File: config.mk
export PLATFORM = sky130hd
export DESIGN_NAME = nand_strobe_gen
export DESIGN_NICKNAME = d
export VERILOG_FILES = /design/src/rtl/nsg_pkg.sv /design/src/rtl/nsg_sync2.sv /design/src/rtl/nsg_cfg_decode.sv /design/src/rtl/nsg_phase_timer.sv /design/src/rtl/nand_strobe_gen.sv
export SDC_FILE = /design/constraint.sdc
export NUM_CORES = 1
export LEC_CHECK = 0
export BUFFER_PORTS_ARGS = -buffer_cell sky130_fd_sc_hd__buf_2
export CORE_AREA = 10 10 97 99
export CTS_BUF_LIST = sky130_fd_sc_hd__clkbuf_16
export DETAILED_ROUTE_END_ITERATION = 16
export DIE_AREA = 0 0 107 109
export GPL_TIMING_DRIVEN = 0
export PLACE_DENSITY = 0.7
export SYNTH_ARGS = -nofsm -noshare
export SYNTH_HDL_FRONTEND = slang
export SYNTH_HIERARCHICAL = 1
export SYNTH_SLANG_ARGS = --single-unit
export TNS_END_PERCENT = 20
File: constraint.sdc
create_clock -name clk -period 2.84 [get_ports clk]
set_input_delay 0.568 -clock clk [delete_from_list [all_inputs] [get_ports clk]]
set_output_delay 0.568 -clock clk [all_outputs]
set_load 0.01 [all_outputs]
File: src/rtl/nsg_pkg.sv
package nsg_pkg;

  localparam int CNT_W = 5;

  // bit positions of the packed timing word
  localparam int WR_LO_LSB = 0;
  localparam int WR_HI_LSB = 4;
  localparam int RD_LO_LSB = 8;
  localparam int RD_HI_LSB = 12;
  localparam int TA_LSB    = 16;
  localparam int BUSY_LSB  = 19;
  localparam int CEA_LSB   = 24;

  // counter load values (phase length minus one)
  typedef struct packed {
    logic [CNT_W-1:0] cea;
    logic [CNT_W-1:0] wr_lo;
    logic [CNT_W-1:0] wr_hi;
    logic [CNT_W-1:0] rd_lo;
    logic [CNT_W-1:0] rd_hi;
    logic [CNT_W-1:0] ta;
    logic [CNT_W-1:0] busy;
  } nsg_timing_t;

  typedef enum logic [2:0] {
    S_IDLE = 3'd0,
    S_CEA  = 3'd1,
    S_LOW  = 3'd2,
    S_HIGH = 3'd3,
    S_BUSY = 3'd4,
    S_WAIT = 3'd5,
    S_TURN = 3'd6
  } nsg_state_t;

endpackage

File: src/rtl/nsg_sync2.sv
module nsg_sync2 #(
  parameter logic RST_VAL = 1'b0
) (
  input  logic clk,
  input  logic arst_n,
  input  logic d,
  output logic q
);
  logic s1_q, s2_q;

  always_ff @(posedge clk or negedge arst_n) begin
    if (!arst_n) begin
      s1_q <= RST_VAL;
      s2_q <= RST_VAL;
    end else begin
      s1_q <= d;
      s2_q <= s1_q;
    end
  end

  assign q = s2_q;
endmodule

File: src/rtl/nsg_cfg_decode.sv
module nsg_cfg_decode
  import nsg_pkg::*;
(
  input  logic [31:0]  cfg_word,
  output nsg_timing_t  tim
);
  // zero and one both give a single-cycle phase
  function automatic logic [CNT_W-1:0] to_load(input logic [CNT_W-1:0] f);
    return (f == '0) ? '0 : f - 1'b1;
  endfunction

  always_comb begin
    tim.wr_lo = to_load(CNT_W'(cfg_word[WR_LO_LSB +: 4]));
    tim.wr_hi = to_load(CNT_W'(cfg_word[WR_HI_LSB +: 4]));
    tim.rd_lo = to_load(CNT_W'(cfg_word[RD_LO_LSB +: 4]));
    tim.rd_hi = to_load(CNT_W'(cfg_word[RD_HI_LSB +: 4]));
    tim.ta    = to_load(CNT_W'(cfg_word[TA_LSB    +: 3]));
    tim.busy  = to_load(CNT_W'(cfg_word[BUSY_LSB  +: 5]));
    tim.cea   = to_load(CNT_W'(cfg_word[CEA_LSB   +: 2]));
  end
endmodule

File: src/rtl/nsg_phase_timer.sv
module nsg_phase_timer #(
  parameter int W = 5
) (
  input  logic         clk,
  input  logic         rst_n,
  input  logic         load,
  input  logic [W-1:0] load_val,
  output logic         expired
);
  logic [W-1:0] cnt_q, cnt_d;
  logic         cnt_en;

  always_comb begin
    cnt_en = load || (cnt_q != '0);
    cnt_d  = load ? load_val : cnt_q - 1'b1;
  end

  always_ff @(posedge clk or negedge rst_n) begin
    if (!rst_n)      cnt_q <= '0;
    else if (cnt_en) cnt_q <= cnt_d;
  end

  assign expired = (cnt_q == '0);

  // once loaded, the count moves down by exactly one per cycle
  a_r2_count_down: assert property (@(posedge clk) disable iff (!rst_n)
    (!load && !expired) |=> (cnt_q == $past(cnt_q) - 1'b1));
endmodule

File: src/rtl/nand_strobe_gen.sv
module nand_strobe_gen
  import nsg_pkg::*;
(
  input  logic        clk,
  input  logic        rst_n,
  input  logic        req_valid,
  input  logic        req_write,
  input  logic        req_wait_rb,
  output logic        req_ready,
  input  logic [31:0] cfg_word,
  input  logic        rb_n,
  output logic        ce_n,
  output logic        re_n,
  output logic        we_n,
  output logic        cap_pulse,
  output logic        done_pulse
);
  logic        rst_sync_n;
  logic        rb_ok;
  nsg_timing_t tim_live, tim_q;
  nsg_state_t  state_q, state_d;
  logic        wr_q, wait_q;
  logic        accept;
  logic        t_load, t_expired;
  logic [CNT_W-1:0] t_val;
  logic        ce_n_q, re_n_q, we_n_q, cap_q, done_q;
  logic        ce_n_d, re_n_d, we_n_d, cap_d, done_d;

  // reset asserts at once and releases on a clock edge
  nsg_sync2 #(.RST_VAL(1'b0)) u_rst_sync (
    .clk(clk), .arst_n(rst_n), .d(1'b1), .q(rst_sync_n)
  );

  nsg_sync2 #(.RST_VAL(1'b0)) u_rb_sync (
    .clk(clk), .arst_n(rst_sync_n), .d(rb_n), .q(rb_ok)
  );

  nsg_cfg_decode u_dec (.cfg_word(cfg_word), .tim(tim_live));

  nsg_phase_timer #(.W(CNT_W)) u_timer (
    .clk(clk), .rst_n(rst_sync_n), .load(t_load), .load_val(t_val),
    .expired(t_expired)
  );

  assign req_ready = (state_q == S_IDLE);
  assign accept    = req_ready && req_valid;

  // next-state and phase timer load
  always_comb begin
    state_d = state_q;
    t_load  = 1'b0;
    t_val   = '0;
    unique case (state_q)
      S_IDLE: if (req_valid) begin
        state_d = S_CEA;  t_load = 1'b1; t_val = tim_live.cea;
      end
      S_CEA: if (t_expired) begin
        state_d = S_LOW;  t_load = 1'b1; t_val = wr_q ? tim_q.wr_lo : tim_q.rd_lo;
      end
      S_LOW: if (t_expired) begin
        state_d = S_HIGH; t_load = 1'b1; t_val = wr_q ? tim_q.wr_hi : tim_q.rd_hi;
      end
      S_HIGH: if (t_expired) begin
        t_load = 1'b1;
        if (wait_q) begin state_d = S_BUSY; t_val = tim_q.busy; end
        else        begin state_d = S_TURN; t_val = tim_q.ta;   end
      end
      S_BUSY: if (t_expired) begin
        if (rb_ok) begin state_d = S_TURN; t_load = 1'b1; t_val = tim_q.ta; end
        else           state_d = S_WAIT;
      end
      S_WAIT: if (rb_ok) begin
        state_d = S_TURN; t_load = 1'b1; t_val = tim_q.ta;
      end
      S_TURN: if (t_expired) state_d = S_IDLE;
      default: state_d = S_IDLE;
    endcase
  end

  // registered outputs decoded from the next state
  always_comb begin
    ce_n_d = !((state_d == S_CEA) || (state_d == S_LOW) || (state_d == S_HIGH) ||
               (state_d == S_BUSY) || (state_d == S_WAIT));
    re_n_d = !((state_d == S_LOW) && !wr_q);
    we_n_d = !((state_d == S_LOW) &&  wr_q);
    cap_d  = (state_q == S_LOW) && (state_d == S_HIGH) && !wr_q;
    done_d = (state_q == S_TURN) && (state_d == S_IDLE);
  end

  always_ff @(posedge clk or negedge rst_sync_n) begin
    if (!rst_sync_n) begin
      state_q <= S_IDLE;
      ce_n_q  <= 1'b1;
      re_n_q  <= 1'b1;
      we_n_q  <= 1'b1;
      cap_q   <= 1'b0;
      done_q  <= 1'b0;
    end else begin
      state_q <= state_d;
      ce_n_q  <= ce_n_d;
      re_n_q  <= re_n_d;
      we_n_q  <= we_n_d;
      cap_q   <= cap_d;
      done_q  <= done_d;
    end
  end

  // request attributes and timing captured only on acceptance
  always_ff @(posedge clk or negedge rst_sync_n) begin
    if (!rst_sync_n) begin
      wr_q   <= 1'b0;
      wait_q <= 1'b0;
      tim_q  <= '0;
    end else if (accept) begin
      wr_q   <= req_write;
      wait_q <= req_wait_rb;
      tim_q  <= tim_live;
    end
  end

  assign ce_n       = ce_n_q;
  assign re_n       = re_n_q;
  assign we_n       = we_n_q;
  assign cap_pulse  = cap_q;
  assign done_pulse = done_q;

  a_r4_one_strobe: assert property (@(posedge clk) disable iff (!rst_sync_n)
    !(!re_n && !we_n));

  a_r3_strobe_in_ce: assert property (@(posedge clk) disable iff (!rst_sync_n)
    (!re_n || !we_n) |-> !ce_n);

  a_r6_cap_on_re_rise: assert property (@(posedge clk) disable iff (!rst_sync_n)
    cap_pulse |-> (re_n && $past(!re_n)));

  a_r7_done_single: assert property (@(posedge clk) disable iff (!rst_sync_n)
    done_pulse |=> !done_pulse);

  a_r9_ready_idle: assert property (@(posedge clk) disable iff (!rst_sync_n)
    req_ready |-> (ce_n && re_n && we_n));

  a_r8_wait_holds_ce: assert property (@(posedge clk) disable iff (!rst_sync_n)
    ((state_q == S_WAIT) && !rb_ok) |=> !ce_n);
endmodule

==> summary.md <==
| Metric | Value |
|---|---|
| Final period utilization | `0.815` |
| First-pass GRT wire length | `9510 um` |
| Gr ovfl total | `0` |
| Post-synthesis cell count | `266` |
| Worst-path fanout max | `10` |
| Peak supply drop | `between 300 and 400 uV` |
| Pre-CTS WS | `between 0.5 and 0.6 ns` |
| Final worst slack | `0.526 ns` |
| Area growth syn-to-layout | `17.2%` |
| Initial core utilization | `0.391` |
| Worst-path clk slew | `0.07 ns` |
| Top_reg_cell synth | `dfrtp_1` |
| Area of the core | `7530 um^2` |
| Critical path's slowest cell | `nor4b_4` |
| Clk_skew | `0.00695 ns` |
| Fraction of layout cells with a size suffix above 1 | `0.358` |
| Routed vias | `2034` |
| Hold_buf cts | `0` |
| Drc violations | `0` |
| Ys Warns | `6` |
| P_leak | `1.62 nW` |
| Worst hold margin | `0.0435 ns` |
| Crit path DAT | `2.47 ns` |
| Top delay family on crit path | `buffers and inverters` |
| Run status | `finished, final reports clean` |
| Worst Setup End Kind | `register` |
| Startpoint Class | `register` |
| Vias in the first global route | `2051` |
| Die area | `11700 um^2` |
| Register area | `1230 um^2` |
| TritonCTS clock tree | `built` |
| Max-cap violations | `0` |
| First drt pass iteration count | `5` |
| Worst endpoint required time | `2.99 ns` |
| Min cycle time layout | `~2.3 ns` |
| Seq/Total Area, Yosys | `0.418` |
| Port Buf Inserts | `37` |
| Top cells by area, synth | `dfrtp_1, mux2_4, mux2i_1, nand2_1, o21ai_0` |
| CP Cell Sequence | `inv_1 > ha_1 > nor4b_4 > buf_2 > nand2_1 > o22ai_1 > clkbuf_1 > o21ai_0` |
| Worst-Skew Late Latency | `0.29 ns` |
| Clk sinks | `between 40 and 50` |
| Initial drt markers | `64` |
| Cell area after synthesis | `2950 um^2` |
| Power Dens Cells | `1030 nW/um^2` |
| EDFF count, synth | `0` |
| Die height | `109 um` |
| CP max stage delay | `0.44 ns` |
| Setup TNS | `0 ns` |
| Most frequent cells in the layout | `dfrtp_1, buf_2, mux2_4` |
| Drt total wl | `5720 um` |
| Most common cell after layout, fill and taps aside | `dfrtp_1` |
| Post-CTS setup buffer count | `0` |
| Final Slew Violations | `0` |
| WP buf/inv | `3` |
| Site Rows | `32` |
| Setup CP Type | `reg2reg` |
| Die X | `about 110 um` |
| Setup Viol. Count Final | `0` |
| Maximum clock path buffer count | `2` |
| Fillers | `729` |
| Largest net degree at the start of global routing | `32` |
| DP HPWL | `4470 um` |
| RSZ-0062 raised after global routing | `false` |
| RD Place Congestion | `roughly 0.78` |
| Drt via density | `between 4 and 5` |
| H-tree levels | `2` |
| Initial antenna violation count | `0` |
| Synthesis-stage register bit count | `49` |
| Final Net Count | `~360` |
| Utilization after layout | `0.459` |
| Asr flop ratio synth | `1.00` |
| Ant. Diodes | `0` |
| Fmax | `between 0.4 and 0.5 GHz` |
| Count of final hold-check violations | `0` |
| Worst hold path type | `in2async` |
| Multi-input gate area | `1510 um^2` |
| Top cell type's share of synthesized area | `0.391` |
| Count of different cell masters after synthesis | `roughly 50` |
| Post-route ant nets | `0` |
| Post-CTS sizing | `0` |
| Root Buffer | `clkbuf_16` |
| Syn Area/Cell | `11.1 um^2` |
| Routed len/inst | `13.6 um` |
| Synth area leader | `dfrtp_1` |
| I/O pin cnt | `44` |
| Overall routing resource usage | `0.101` |
| Cts bufs inserted | `5` |
report_power, final:
part / internal, W / switching (W) / leakage [nW] / total, W
clock network: 0.000333 / 0.000271 / 0.0744 / 0.000604
logic: 0.000942 / 0.000794 / 0.950 / 0.00174
registers: 0.00103 / 0.000200 / 0.593 / 0.00123
cell families after synthesis:
kind of cell	count (synthesis)	synth area share
other	2	0.00255
AND/OR/NAND/NOR	74	0.137
adder cells (fa/ha/maj)	4	0.0170
multiplexers	49	0.217
buffers and inverters	32	0.0777
flip-flops	49	0.418
AO/OA/AOI/OAI	53	0.122
XOR/XNOR	3	0.00892
cell type report:
type	instances	share of cell area
multi-input cells	191	0.437
flip-flops and latches	49	0.357
repair buffers	38	0.0594
plain buffers	21	0.0543
well taps	102	0.0370
clock buffers	5	0.0362
inverters	11	0.0120
clock inverters	3	0.00761
worst paths after layout:
| kind | start | end | slack, ns | cells past startpoint |
|---|---|---|---|---|
| worst max-delay path | u_timer/cnt_q[0] | u_timer/cnt_q[4] | 0.53 | 8 |
| worst min-delay path | rst_n | u_rst_sync/s1_q | 0.04 | 1 |
| worst max register to register | u_timer/cnt_q[0] | u_timer/cnt_q[4] | 0.53 | 8 |
| worst min register to register | u_rst_sync/q | tim_q[3] | 0.19 | 0 |
| max in group asynchronous | u_rst_sync/q | ce_n | 2.08 | 1 |
| min in group clk | u_rb_sync/s1_q | u_rb_sync/q | 0.35 | 0 |
cells in the mapped netlist (3+ instances only):
cell type,number
dfrtp_1,46
o21ai_0,17
dfstp_2,3
nor2_1,19
mux2_4,28
buf_6,3
buf_12,3
nand3_1,3
o21ai_1,4
buf_2,5
xnor2_1,3
a211oi_1,6
a21oi_1,6
mux2_2,6
nor2b_1,5
nor3_1,7
nand3b_1,4
inv_1,10
mux2i_1,14
o31a_1,4
nand2_1,23
ha_1,4
o31ai_1,3
buf_4,8
a211o_1,3
through the flow:
step                      instances  power, W  cell area [um^2]
final                           420   0.00357              3450
after global routing            420   0.00382              3450
after CTS                       420   0.00360              3450
after detailed placement        412   0.00299              3300
after global placement          411   0.00293              3280
after floorplan                 272   0.00261              2970
registers in the layout, summed over array words and instances (netlist names):
name             count
tim_q               30
u_timer/cnt_q        5
state_q              3
cap_pulse            1
ce_n                 1
done_pulse           1
re_n                 1
u_rb_sync/q          1
u_rb_sync/s1_q       1
u_rst_sync/q         1
u_rst_sync/s1_q      1
wait_q               1
we_n                 1
wr_q                 1
per-layer routing:
layer / vias up / share of wire / global-route usage
met3: 7 / 0.030 / 0.0206
met1: 960 / 0.47 / 0.127
li1: 1029 / - / -
met4: 0 / 0.021 / 0.0435
met5: - / 0 / 0
met2: 38 / 0.48 / 0.166
Power figures use the tool's default switching activity.
